## config.mk

```make
export PLATFORM = sky130hd
export DESIGN_NAME = thermal_alert
export DESIGN_NICKNAME = d
export VERILOG_FILES = /design/src/rtl/thermal_alert_pkg.sv /design/src/rtl/thermal_alert_datapath.sv /design/src/rtl/thermal_alert_ctrl.sv /design/src/rtl/thermal_alert.sv
export SDC_FILE = /design/constraint.sdc
export NUM_CORES = 1
export LEC_CHECK = 0
export BUFFER_PORTS_ARGS = -buffer_cell sky130_fd_sc_hd__clkbuf_2
export CAP_MARGIN = 20
export CORE_ASPECT_RATIO = 0.5
export CORE_UTILIZATION = 30
export DETAILED_ROUTE_END_ITERATION = 6
export PLACE_DENSITY = 0.49
export RECOVER_POWER = 100
export SLEW_MARGIN = 40
export SYNTH_ARGS = -nofsm -noshare
export SYNTH_HDL_FRONTEND = slang
export SYNTH_SLANG_ARGS = --single-unit
```

## constraint.sdc

```tcl
create_clock -name clk -period 4.1 [get_ports clk]
set_input_delay 0.615 -clock clk [delete_from_list [all_inputs] [get_ports clk]]
set_output_delay 0.615 -clock clk [all_outputs]
set_load 0.005 [all_outputs]
```

## src/rtl/thermal_alert_pkg.sv

```systemverilog
package thermal_alert_pkg;
  localparam int MAX_FAULTS = 6;
  localparam int NEED_W = $clog2(MAX_FAULTS + 1);

  typedef struct packed {
    logic cntInc;
    logic cntClr;
  } faultStrobes_t;

  function automatic logic [NEED_W-1:0] faultNeed(input logic [1:0] code);
    case (code)
      2'd0:    faultNeed = NEED_W'(1);
      2'd1:    faultNeed = NEED_W'(2);
      2'd2:    faultNeed = NEED_W'(4);
      default: faultNeed = NEED_W'(MAX_FAULTS);
    endcase
  endfunction
endpackage

```

## src/rtl/thermal_alert_datapath.sv

```systemverilog
module thermal_alert_datapath
  import thermal_alert_pkg::*;
#(
  parameter int TEMP_W = 12,
  parameter logic [TEMP_W-1:0] HI_RESET = 12'h500,
  parameter logic [TEMP_W-1:0] LO_RESET = 12'h4B0
) (
  input  logic              clk,
  input  logic              rstN,
  input  logic              genReset,
  input  logic              hiWr,
  input  logic [TEMP_W-1:0] hiData,
  input  logic              loWr,
  input  logic [TEMP_W-1:0] loData,
  input  logic              cfgWr,
  input  logic              cfgIntMode,
  input  logic [1:0]        cfgFaultCode,
  input  logic [TEMP_W-1:0] convTemp,
  input  faultStrobes_t     strobes,
  output logic              geHigh,
  output logic              ltLow,
  output logic              countHit,
  output logic              modeInt,
  output logic              modeChange
);
  localparam int CNT_W = NEED_W;

  logic [TEMP_W-1:0] hiLim, loLim;
  logic [1:0]        faultCode;
  logic [CNT_W-1:0]  faultCnt;
  logic [CNT_W-1:0]  cntPlus;

  assign geHigh     = $signed(convTemp) >= $signed(hiLim);
  assign ltLow      = $signed(convTemp) <  $signed(loLim);
  assign cntPlus    = faultCnt + CNT_W'(1);
  assign countHit   = cntPlus >= faultNeed(faultCode);
  assign modeChange = cfgWr && (cfgIntMode != modeInt);

  always_ff @(posedge clk or negedge rstN) begin
    if (!rstN) begin
      hiLim     <= HI_RESET;
      loLim     <= LO_RESET;
      modeInt   <= 1'b0;
      faultCode <= 2'd0;
    end else if (genReset) begin
      hiLim     <= HI_RESET;
      loLim     <= LO_RESET;
      modeInt   <= 1'b0;
      faultCode <= 2'd0;
    end else begin
      if (hiWr) hiLim <= hiData;
      if (loWr) loLim <= loData;
      if (cfgWr) begin
        modeInt   <= cfgIntMode;
        faultCode <= cfgFaultCode;
      end
    end
  end

  always_ff @(posedge clk or negedge rstN) begin
    if (!rstN)                           faultCnt <= '0;
    else if (genReset || cfgWr)          faultCnt <= '0;
    else if (strobes.cntClr)             faultCnt <= '0;
    else if (strobes.cntInc)             faultCnt <= cntPlus;
  end

  assert_cnt_below_need_R4: assert property (@(posedge clk) disable iff (!rstN)
    faultCnt < faultNeed(faultCode));

  assert_genreset_limits_R13: assert property (@(posedge clk) disable iff (!rstN)
    genReset |=> (hiLim == HI_RESET && loLim == LO_RESET && !modeInt));

  assert_cfg_restarts_count_R5: assert property (@(posedge clk) disable iff (!rstN)
    cfgWr |=> (faultCnt == '0));
endmodule

```

## src/rtl/thermal_alert_ctrl.sv

```systemverilog
module thermal_alert_ctrl
  import thermal_alert_pkg::*;
(
  input  logic          clk,
  input  logic          rstN,
  input  logic          genReset,
  input  logic          convValid,
  input  logic          regRead,
  input  logic          alertRespOk,
  input  logic          shutdown,
  input  logic          geHigh,
  input  logic          ltLow,
  input  logic          countHit,
  input  logic          modeInt,
  input  logic          modeChange,
  output faultStrobes_t strobes,
  output logic          alertActive
);
  logic armHigh, shutPrev, shutRise, trig, clrEvt;
  logic alertNext, armNext;

  assign shutRise = shutdown && !shutPrev;
  assign clrEvt   = modeInt && alertActive && (regRead || alertRespOk || shutRise);
  assign trig     = modeInt ? (armHigh ? geHigh : ltLow)
                            : (alertActive ? ltLow : geHigh);

  always_comb begin
    alertNext = alertActive;
    armNext   = armHigh;
    strobes   = '0;
    if (modeChange) begin
      alertNext      = 1'b0;
      armNext        = 1'b1;
      strobes.cntClr = 1'b1;
    end else if (clrEvt) begin
      alertNext      = 1'b0;
      armNext        = !armHigh;
      strobes.cntClr = 1'b1;
    end else if (convValid && !(modeInt && alertActive)) begin
      if (!trig) begin
        strobes.cntClr = 1'b1;
      end else if (countHit) begin
        alertNext      = modeInt ? 1'b1 : !alertActive;
        strobes.cntClr = 1'b1;
      end else begin
        strobes.cntInc = 1'b1;
      end
    end
  end

  always_ff @(posedge clk or negedge rstN) begin
    if (!rstN) begin
      alertActive <= 1'b0;
      armHigh     <= 1'b1;
      shutPrev    <= 1'b0;
    end else begin
      shutPrev <= shutdown;
      if (genReset) begin
        alertActive <= 1'b0;
        armHigh     <= 1'b1;
      end else begin
        alertActive <= alertNext;
        armHigh     <= armNext;
      end
    end
  end

  assert_read_clears_R8: assert property (@(posedge clk) disable iff (!rstN)
    (modeInt && alertActive && (regRead || alertRespOk)) |=> !alertActive);

  assert_shutdown_clears_R10: assert property (@(posedge clk) disable iff (!rstN)
    (modeInt && alertActive && shutdown && !shutPrev) |=> !alertActive);

  assert_int_holds_R7: assert property (@(posedge clk) disable iff (!rstN)
    (modeInt && alertActive && !regRead && !alertRespOk && !shutRise
     && !modeChange && !genReset) |=> alertActive);

  assert_comp_ignores_R11: assert property (@(posedge clk) disable iff (!rstN)
    (!modeInt && !convValid && !modeChange && !genReset) |=> $stable(alertActive));

  assert_genreset_clears_R13: assert property (@(posedge clk) disable iff (!rstN)
    genReset |=> !alertActive);

  assert_strobes_exclusive_R5: assert property (@(posedge clk) disable iff (!rstN)
    !(strobes.cntInc && strobes.cntClr));
endmodule

```

## src/rtl/thermal_alert.sv

```systemverilog
module thermal_alert
  import thermal_alert_pkg::*;
#(
  parameter int TEMP_W = 12,
  parameter bit ACTIVE_LOW = 1'b1
) (
  input  logic              clk,
  input  logic              rstN,
  input  logic              convValid,
  input  logic [TEMP_W-1:0] convTemp,
  input  logic              hiWr,
  input  logic [TEMP_W-1:0] hiData,
  input  logic              loWr,
  input  logic [TEMP_W-1:0] loData,
  input  logic              cfgWr,
  input  logic              cfgIntMode,
  input  logic [1:0]        cfgFaultCode,
  input  logic              regRead,
  input  logic              alertRespOk,
  input  logic              shutdown,
  input  logic              genReset,
  output logic              alertPin
);
  localparam logic [TEMP_W-1:0] HI_RESET = TEMP_W'(80 * 16);
  localparam logic [TEMP_W-1:0] LO_RESET = TEMP_W'(75 * 16);

  faultStrobes_t strobes;
  logic geHigh, ltLow, countHit, modeInt, modeChange, alertActive;

  thermal_alert_datapath #(
    .TEMP_W(TEMP_W), .HI_RESET(HI_RESET), .LO_RESET(LO_RESET)
  ) u_dp (
    .clk(clk), .rstN(rstN), .genReset(genReset),
    .hiWr(hiWr), .hiData(hiData), .loWr(loWr), .loData(loData),
    .cfgWr(cfgWr), .cfgIntMode(cfgIntMode), .cfgFaultCode(cfgFaultCode),
    .convTemp(convTemp), .strobes(strobes),
    .geHigh(geHigh), .ltLow(ltLow), .countHit(countHit),
    .modeInt(modeInt), .modeChange(modeChange)
  );

  thermal_alert_ctrl u_ctrl (
    .clk(clk), .rstN(rstN), .genReset(genReset), .convValid(convValid),
    .regRead(regRead), .alertRespOk(alertRespOk), .shutdown(shutdown),
    .geHigh(geHigh), .ltLow(ltLow), .countHit(countHit),
    .modeInt(modeInt), .modeChange(modeChange),
    .strobes(strobes), .alertActive(alertActive)
  );

  generate
    if (ACTIVE_LOW) begin : g_low
      assign alertPin = !alertActive;
    end else begin : g_high
      assign alertPin = alertActive;
    end
  endgenerate
endmodule

```

==> run_results.csv, run 1 <==
group,metric,value,unit
detailed_routing,vias,1675,
outcome,violations,"max-capacitance violations, max-slew violations",
yosys,yosys.area_share.adder,16.19,%
worst_hold_path,hold_path.class,"primary input to flop",
sta,hold_ws,0.4798,ns
yosys,avgSynthCellArea,9.486,um^2
clocking,cts_tree,"yes",
yosys,synth-simple-area-share,15.29,%
global_routing,track_usage,13.40,%
sta,rsz0062_at_grt,"false",
yosys,synth.area.top_cells,"dfrtp_1 (31%), ha_1 (16%), mux2i_1 (10%)",
yosys,synth_top_family_by_area,"adder cells",
final_layout,antennaDiodeCount,0,
yosys,synthTopCellsByCount,"ha_1 (27), inv_1 (27), dfrtp_1 (26)",
sta,hold_viol,0,
detailed_routing,drcViolationCount,0,
run,maxCapViolations,1,
detailed_routing,wire_per_inst,12.48,um
worst_setup_path,worstSetupEndpointType,"flop",
pwr,fin_total_pwr,882.7,uW
sta,fmax,432.5,MHz
detailed_routing,drtIter0Drc,64,
clocking,cts_resized,0,
pwr,leakage,1.320,nW
sta,min_period_over_period,56.39,%
yosys,ys_types,30,
floorplanning,start_util,31.15,%
worst_setup_path,cp.buffers_inverters,1,
clocking,clk_latency,0.27,ns
clocking,cts_setup_buffers,0,
floorplanning,die_h,60.98,um
worst_setup_path,cp.required,4.30,ns
placement,place_congestion,0.8224,
global_routing,grt_max_degree,34,
worst_setup_path,start_kind,"flop",
yosys,yosysSeqAreaShare,39.99,%
yosys,synth_top_area_share,31.18,%
yosys,synth_top_area_cell,"dfrtp_1",
yosys,synth_area,2087,um^2
clocking,cts_made_buffers,5,
sta,slew_headroom,-23.95,%
final_layout,nets,345,
placement,dp_hpwl,3572,um
global_routing,grt_pass1_wl,7514,um
worst_setup_path,r2r_slack,1.79,ns
yosys,synth_mux_area_share,10.07,%
worst_setup_path,crit_start,"u_dp.hiLim[10]",
worst_setup_path,crit_path_frequent_cell,"nand4_1",
yosys,ys_ff_latch,33,
worst_setup_path,r2r-end,"u_dp.faultCnt[2]",
detailed_routing,dr.pass1.iters,4,
clocking,root_buffer,"clkbuf_16",
worst_hold_path,worst_hold_path.num_cells,1,
worst_setup_path,crit_chain,"inv_1 -> ha_1 -> nand4_1 -> or3_1 -> o211a_1 -> nand4_1 -> and4bb_1 -> o21ai_0 -> a21oi_1",
global_routing,antenna_found_initial,0,
worst_setup_path,rr_worst_depth,9,
detailed_routing,ant_nets,0,
worst_setup_path,critPathMaxStageDelay,0.51,ns
detailed_routing,wl,4518,um
sta,tightest_slew,1.859,ns
yosys,synthCells,220,
sta,setup_tns,0,ns
yosys,synth_nets,296,
floorplanning,core,6700,um^2
floorplanning,die_area,7314,um^2
floorplanning,io_pins,50,
worst_setup_path,r2r-start,"u_dp.hiLim[10]",
worst_setup_path,critPathMaxFanout,3,
sta,finalSetupViolCount,0,
global_routing,grt_pass1_vias,1631,
clocking,clock_sinks,33,
worst_setup_path,critPathTopFamily,"simple AND/OR/NAND/NOR gates",
floorplanning,die_w,120.0,um
sta,slew_violations,34,
clocking,clk_path_buf_depth,2,
clocking,path_clk_slew,0.05,ns
yosys,synth_top_flop_cell,"dfrtp_1",
yosys,synth_compound_area_share,11.09,%
outcome,run_status,"finished with violations",
worst_setup_path,slowest_stage,"dfstp_2",
floorplanning,num_rows,21,
final_layout,drive_gt1_share,22.22,%
worst_setup_path,arrival,2.51,ns
clocking,hold_buffers,0,
worst_hold_path,min_from,"shutdown",
detailed_routing,viasPerCell,4.627,
clocking,h-tree-depth,2,
final_layout,synthToLayoutAreaGrowth,22.84,%
global_routing,overflow,0,
yosys,synth_xor_area_share,1.259,%
yosys,async_flop_share,100.0,%
sta,fin_worst_skew,0.002451,ns
pwr,ir_drop,0.0001500,V
sta,min_period,2.312,ns
yosys,synth_enable_flop_cells,0,
pwr,p_per_area,344.3,nW/um^2
worst_setup_path,timing_worst_setup_path_type,"flop to flop",
placement,port-buffer-count,49,
worst_hold_path,whs_endpoint,"u_ctrl.shutPrev",
yosys,yosysWarnings,0,
logic make-up (layout without fill, tap and decap cells):
kind of cell               count (synthesis)  count (layout)
buffers and inverters                     34              84
xor gates and xnor gates                   3               3
AOI/OAI and AO/OA                         35              35
adders and majority gates                 27              27
muxes                                     21              21
DFF                                       33              33
and+or+nand+nor                           67              67
metal layers:
metal	vias up	wire length, um	global-route usage, %	part of all wire (%)
met1	794	2292	17.55	51
met3	5	141	3.383	3.1
met4	0	31	2.679	0.69
li1	857	-	-	-
met2	19	2053	22.91	45
met5	-	0	0	0
per-stage QoR:
stage	setup WS [ns]	area, um^2	util (%)	cells
3_3_place_gp	1.711	2421	36.13	354
3_5_place_dp	1.592	2424	36.17	354
2_1_floorplan	1.930	2087	-	220
6_report	1.788	2564	38.26	362
4_1_cts	1.786	2570	38.36	362
5_1_grt	1.657	2564	38.26	362
power breakdown:
| part | internal, mW | leakage [nW] | switching, mW | total, mW |
|---|---|---|---|---|
| registers | 0.347 | 0.420 | 0.00926 | 0.356 |
| logic | 0.0691 | 0.829 | 0.0841 | 0.153 |
| clock network | 0.242 | 0.0712 | 0.132 | 0.374 |
area by class of cell:
class / count / area [um^2]
Fill cell: 714 / 4136
Multi-Input combinational cell: 153 / 1125
Sequential cell: 33 / 834.6
Timing Repair Buffer: 49 / 241.5
Clock buffer: 8 / 146.4
Tap cell: 92 / 115.1
Inverter: 27 / 101.3
how the worst max path moves through the flow:
stage / to / slack, ns / depth (start not counted)
3_3_place_gp: u_dp.faultCnt[1] / 1.71 / 9
5_1_grt: u_dp.faultCnt[2] / 1.66 / 9
6_report: u_dp.faultCnt[2] / 1.79 / 9
3_5_place_dp: u_dp.faultCnt[2] / 1.59 / 9
4_1_cts: u_dp.faultCnt[2] / 1.79 / 9
2_1_floorplan: u_dp.faultCnt[1] / 1.93 / 8
cells in the final DEF (no fill, tap or decap):
master,n
clkbuf_2,46
inv_1,27
ha_1,27
dfrtp_1,26
nor2_1,25
mux2i_1,21
nand2_1,18
a21oi_1,11
o211ai_1,8
nand4_1,8
dfstp_2,7
a21o_1,5
clkbuf_16,5
clkbuf_1,5
nand2b_1,4
a211oi_1,4
nor2b_1,3
o21ai_0,3
xor2_1,2
or3_1,2
nor3b_1,2
xnor2_1,1
a211o_2,1
nand3_1,1
o21a_1,1
o211a_1,1
a31oi_1,1
nor3_1,1
nand3b_1,1
nor4_1,1
and4bb_1,1
clkbuf_8,1
sequential cells by signal (all words and copies together) (netlist names):
name / count
u_dp.loLim: 12
u_dp.hiLim: 12
u_ctrl.armHigh: 1
u_dp.faultCode: 2
u_dp.modeInt: 1
u_dp.faultCnt: 3
u_ctrl.shutPrev: 1
u_ctrl.alertActive: 1
Note: power is estimated with default switching activity, not from simulation.
==> run 2, diff against run 1 <==
--- a/config.mk
+++ b/config.mk
@@ -5,6 +5,7 @@
 export SDC_FILE = /design/constraint.sdc
 export NUM_CORES = 1
 export LEC_CHECK = 0
+export ABC_AREA = 1
 export BUFFER_PORTS_ARGS = -buffer_cell sky130_fd_sc_hd__clkbuf_2
 export CAP_MARGIN = 20
 export CORE_ASPECT_RATIO = 0.5
==> constraint.sdc (replaced) <==
create_clock -name clk -period 2.35 [get_ports clk]
set_input_delay 0.3525 -clock clk [delete_from_list [all_inputs] [get_ports clk]]
set_output_delay 0.3525 -clock clk [all_outputs]
set_load 0.005 [all_outputs]
==> run_results.csv, run 2 <==
group,metric,value,unit
outcome,run_status,"finished with violations",
outcome,violations,"max-capacitance violations, max-slew violations",
worst_setup_path,crit_start,"u_dp.faultCnt[0]",
final_layout,n_fill_cell,715,
global_routing,grt_max_degree,34,
clocking,h-tree-depth,2,
detailed_routing,viasPerCell,4.367,
yosys,avgSynthCellArea,7.694,um^2
clocking,cts_resized,0,
sta,tightest_slew,1.898,ns
worst_setup_path,arrival,2.27,ns
worst_setup_path,crit_chain,"ha_1 -> xnor2_1 -> inv_1 -> ha_1 -> a21oi_1 -> o21ai_0 -> a31oi_1 -> inv_1 -> nand3_1 -> nor2_1 -> nor2_1 -> nor2_1",
yosys,yosysMostFrequentCell,"nand2_1",
yosys,synth_nets,357,
global_routing,grt_pass1_vias,1931,
placement,place_congestion,0.7868,
floorplanning,core,6832,um^2
detailed_routing,drcViolationCount,0,
yosys,ys_ff_latch,33,
final_layout,drive_gt1_share,21.24,%
floorplanning,die_w,122.1,um
yosys,synthTopCellsByCount,"nand2_1 (71), inv_1 (57), ha_1 (27)",
yosys,synth_area,2162,um^2
pwr,p_per_area,589.1,nW/um^2
worst_hold_path,whs_endpoint,"u_ctrl.shutPrev",
global_routing,grt_pass1_wl,8673,um
final_layout,antennaDiodeCount,0,
placement,dp.cells,423,
worst_setup_path,r2r-end,"u_ctrl.alertActive",
worst_setup_path,critPathTopFamily,"adder cells",
detailed_routing,vias,1882,
floorplanning,die_h,62.03,um
sta,min_period,2.104,ns
worst_setup_path,r2r_slack,0.25,ns
worst_setup_path,crit_path_frequent_cell,"nor2_1",
final_layout,nets,414,
global_routing,track_usage,15.42,%
yosys,synth_top_area_cell,"dfrtp_1",
worst_setup_path,worstSetupEndpointType,"flop",
final_layout,layout_commonest_cell,"nand2_1",
clocking,root_buffer,"clkbuf_16",
worst_setup_path,start_kind,"flop",
detailed_routing,wl,4975,um
final_layout,synthToLayoutAreaGrowth,23.44,%
sta,fin_worst_skew,0.003832,ns
final_layout,fin_util,39.07,%
clocking,path_clk_slew,0.05,ns
sta,rsz0062_at_grt,"false",
sta,min_period_over_period,89.53,%
final_layout,final-instance-count-excl-fill,431,
global_routing,overflow,0,
worst_setup_path,slowest_stage,"dfrtp_1",
worst_hold_path,min_from,"shutdown",
floorplanning,io_pins,50,
sta,fmax,475.3,MHz
floorplanning,num_rows,21,
sta,slew_headroom,-26.52,%
worst_setup_path,rr_worst_depth,12,
clocking,hold_buffers,0,
pwr,leakage,1.493,nW
clocking,cts_tree,"yes",
yosys,synth_enable_flop_cells,0,
clocking,clk_latency,0.28,ns
yosys,yosysWarnings,0,
yosys,ys_types,23,
detailed_routing,dr.pass1.iters,4,
yosys,synth.area.top_cells,"dfrtp_1 (30%), ha_1 (16%), nand2_1 (12%)",
placement,dp_worst_setup_slack,0.2476,ns
final_layout,reg.largest.list,"u_dp.hiLim (12), u_dp.loLim (12), u_dp.faultCnt (3)",
pwr,ir_drop,0.0002283,V
final_layout,stdcell_area,2669,um^2
detailed_routing,ant_nets,0,
placement,port-buffer-count,49,
worst_setup_path,r2r-start,"u_dp.faultCnt[0]",
placement,dp_hpwl,4023,um
yosys,synth_top_area_share,30.09,%
placement,dpl_cell_area,2532,um^2
detailed_routing,drtIter0Drc,66,
pwr,fin_total_pwr,1.572,mW
global_routing,antenna_found_initial,0,
clocking,cts_setup_buffers,0,
worst_setup_path,critPathMaxFanout,4,
worst_setup_path,critPathMaxStageDelay,0.41,ns
yosys,async_flop_share,100.0,%
sta,hold_viol,0,
sta,setup_tns,0,ns
worst_setup_path,timing_worst_setup_path_type,"flop to flop",
floorplanning,die_area,7571,um^2
floorplanning,start_util,31.65,%
worst_setup_path,cp.required,2.52,ns
sta,slew_violations,34,
run,maxCapViolations,1,
worst_hold_path,hold_path.class,"primary input to flop",
sta,hold_ws,0.2028,ns
sta,finalSetupViolCount,0,
worst_hold_path,worst_hold_path.num_cells,1,
clocking,cts_made_buffers,5,
clocking,clock_sinks,33,
detailed_routing,wire_per_inst,11.54,um
worst_setup_path,cp.buffers_inverters,2,
yosys,synth_top_flop_cell,"dfrtp_1",
final_layout,final_cell_mix,"nand2_1 (72), inv_1 (57), clkbuf_2 (45)",
yosys,synthCells,281,
sta,finalWorstSetupSlack,0.2460,ns
yosys,yosysSeqAreaShare,38.60,%
clocking,clk_path_buf_depth,2,
[run 2: cell families (layout without fill, tap and decap cells)]
group           count (synthesis)  after routing  synth area share, %
compound gates                 38             38                9.317
xor+xnor                        1              1               0.4052
fa+ha+maj                      27             27                15.62
buf+inv                        59            117                10.24
flops                          33             33                38.60
simple gates                  123            123                25.81
[run 2: worst max-delay path by stage]
stage | endpoint | cells past startpoint | slack (ns)
5_1_grt | u_ctrl.alertActive | 11 | 0.02
3_5_place_dp | u_ctrl.alertActive | 12 | 0.25
4_1_cts | u_ctrl.alertActive | 12 | 0.22
6_report | u_ctrl.alertActive | 12 | 0.25
3_3_place_gp | u_ctrl.alertActive | 12 | 0.31
2_1_floorplan | u_ctrl.alertActive | 12 | 0.39
[run 2: where the power goes]
part | leakage [nW] | internal (mW) | switching [mW]
Clock | 0.0712 | 0.422 | 0.227
Combinational | 1.00 | 0.119 | 0.182
Sequential | 0.420 | 0.608 | 0.0144
[run 2: cell type report]
class / instances / area, um^2 / area share [%]
multi-input cells: 189 / 1104 / 41.35
flip-flops and latches: 33 / 834.6 / 31.27
repair buffers: 50 / 247.7 / 9.283
inverters: 59 / 221.5 / 8.298
clock buffers: 8 / 146.4 / 5.485
well taps: 92 / 115.1 / 4.313
[run 2: routing by layer]
metal	track usage (%)	vias to the layer above	part of all wire (%)
li1	-	1000	-
met1	19.24	848	49
met2	26.63	28	45
met3	4.471	6	4.5
met4	4.530	0	1.1
met5	0	-	0
==> run 3, diff against run 2 <==
--- a/config.mk
+++ b/config.mk
@@ -9,6 +9,7 @@
 export BUFFER_PORTS_ARGS = -buffer_cell sky130_fd_sc_hd__clkbuf_2
 export CAP_MARGIN = 20
 export CORE_ASPECT_RATIO = 0.5
+export CORE_MARGIN = 8
 export CORE_UTILIZATION = 30
 export DETAILED_ROUTE_END_ITERATION = 6
 export PLACE_DENSITY = 0.49
==> constraint.sdc (replaced) <==
create_clock -name clk -period 2 [get_ports clk]
set_input_delay 0.3 -clock clk [delete_from_list [all_inputs] [get_ports clk]]
set_output_delay 0.3 -clock clk [all_outputs]
set_load 0.005 [all_outputs]
==> run_results.csv, run 3 (synthesis results as in run 2) <==
group,metric,value,unit
detailed_routing,ant_nets,0,
clocking,clk_latency,0.28,ns
floorplanning,start_util,30.21,%
sta,slew_violations,0,
detailed_routing,dr.pass1.iters,4,
final_layout,drive_gt1_share,30.12,%
clocking,cts_tree,"yes",
global_routing,grt_pass1_vias,1902,
worst_hold_path,hold_path.class,"primary input to flop",
worst_setup_path,timing_worst_setup_path_type,"flop to flop",
worst_setup_path,cp.required,2.22,ns
run,maxCapViolations,0,
clocking,root_buffer,"clkbuf_16",
worst_setup_path,slowest_stage,"dfrtp_1",
detailed_routing,wl,6002,um
sta,finalSetupViolCount,3,
final_layout,final_cell_mix,"nand2_1 (65), inv_1 (54), clkbuf_2 (49)",
sta,rsz0062_at_grt,"true",
pwr,ir_drop,0.0003045,V
pwr,fin_total_pwr,1.905,mW
sta,hold_viol,0,
detailed_routing,vias,1923,
sta,fin_worst_skew,0.006442,ns
placement,dp_hpwl,4786,um
final_layout,reg.largest.list,"u_dp.hiLim (12), u_dp.loLim (12), u_dp.faultCnt (3)",
sta,finalWorstSetupSlack,-0.01162,ns
placement,dpl_cell_area,2550,um^2
worst_setup_path,r2r-start,"u_dp.faultCnt[1]",
clocking,h-tree-depth,2,
sta,min_period_over_period,100.6,%
worst_setup_path,critPathMaxStageDelay,0.39,ns
detailed_routing,drcViolationCount,0,
placement,dp.cells,429,
clocking,path_clk_slew,0.06,ns
global_routing,overflow,0,
pwr,p_per_area,669.8,nW/um^2
floorplanning,die_w,136.1,um
clocking,clock_sinks,33,
global_routing,antenna_found_initial,0,
final_layout,layout_commonest_cell,"nand2_1",
sta,tightest_slew,0.8789,ns
pwr,leakage,1.519,nW
final_layout,synthToLayoutAreaGrowth,31.54,%
detailed_routing,viasPerCell,4.390,
final_layout,final-instance-count-excl-fill,438,
final_layout,antennaDiodeCount,0,
worst_setup_path,critPathMaxFanout,3,
final_layout,nets,417,
worst_setup_path,worstSetupEndpointType,"flop",
floorplanning,core,7157,um^2
placement,place_congestion,0.7981,
clocking,hold_buffers,0,
floorplanning,num_rows,22,
floorplanning,die_area,10340,um^2
worst_setup_path,critPathTopFamily,"adder cells",
worst_setup_path,start_kind,"flop",
detailed_routing,wire_per_inst,13.70,um
global_routing,grt_max_degree,34,
worst_setup_path,cp.buffers_inverters,2,
worst_setup_path,crit_chain,"ha_2 -> xnor2_2 -> inv_2 -> ha_4 -> a21oi_2 -> o21ai_1 -> a31oi_2 -> buf_4 -> nand3_4 -> nand2_4 -> nand3_2 -> nand2_1",
clocking,clk_path_buf_depth,2,
worst_setup_path,arrival,2.23,ns
global_routing,grt_pass1_wl,9625,um
worst_setup_path,crit_start,"u_dp.faultCnt[1]",
detailed_routing,drtIter0Drc,107,
sta,slew_headroom,41.41,%
sta,hold_ws,0.1445,ns
placement,port-buffer-count,49,
floorplanning,io_pins,50,
final_layout,stdcell_area,2844,um^2
outcome,run_status,"finished with violations",
global_routing,track_usage,11.86,%
sta,fmax,497.1,MHz
worst_hold_path,min_from,"shutdown",
clocking,cts_made_buffers,5,
floorplanning,die_h,76.03,um
sta,min_period,2.012,ns
outcome,violations,"negative setup slack",
sta,setup_tns,-0.01703,ns
[run 3: cell type report]
class / instances / area [um^2]
fill: 769 / 4313
multi-input combinational: 189 / 1260
sequential: 33 / 834.6
timing repair buffer: 53 / 271.5
inverter: 59 / 221.5
clock buffer: 8 / 136.4
tap: 96 / 120.1
[run 3: through the flow]
stage / worst slack, ns / util (%)
after CTS: 0.002065 / 37.85
after global routing: -0.1030 / 39.74
after detailed placement: -0.08034 / 35.63
after global placement: 0.003504 / 35.63
after floorplan: 0.03845 / -
final: -0.01162 / 39.74
[run 3: where the power goes]
group          internal [mW]  switching (mW)
sequential             0.714          0.0199
clock                  0.463           0.277
combinational          0.174           0.257
total                   1.35           0.554
[run 3: what timing repair did]
| action | 4_1_cts | 5_1_grt |
|---|---|---|
| buffers inserted | 0 | 1 |
| gates resized for setup | 3 | 30 |
| pin swaps | 4 | 18 |
| setup endpoints to repair | 4 | 4 |
| endpoints found under the hold margin | 0 | 0 |
[run 3: final timing paths]
kind	to	slack [ns]	cells past startpoint
max in group asynchronous	u_dp.loLim[2]	1.23	2
min in group asynchronous	u_ctrl.shutPrev	0.22	2
hold / removal	u_ctrl.shutPrev	0.14	1
setup reg to reg	u_dp.faultCnt[1]	-0.01	12
hold reg to reg	u_dp.hiLim[8]	0.48	2
setup / recovery	u_dp.faultCnt[1]	-0.01	12
[run 3: metal layers]
layer  share of wire (%)  wire, um  track usage [%]  up-vias
li1                    -         -                -     1005
met5                   0         0                0        -
met1                  56      3349            18.53      867
met3                 6.0       360            3.618        5
met2                  37      2239            14.67       46
met4                0.87        52            3.264        0
[run 3: worst register-to-register path: cells and delay by family, from the launching register on]
family / cells / cell delay [ns]
buffers and inverters: 2 / 0.23
AO/OA/AOI/OAI: 3 / 0.41
adder cells (fa/ha/maj): 2 / 0.43
XOR/XNOR: 1 / 0.21
AND/OR/NAND/NOR: 4 / 0.28
flip-flops: 1 / 0.39
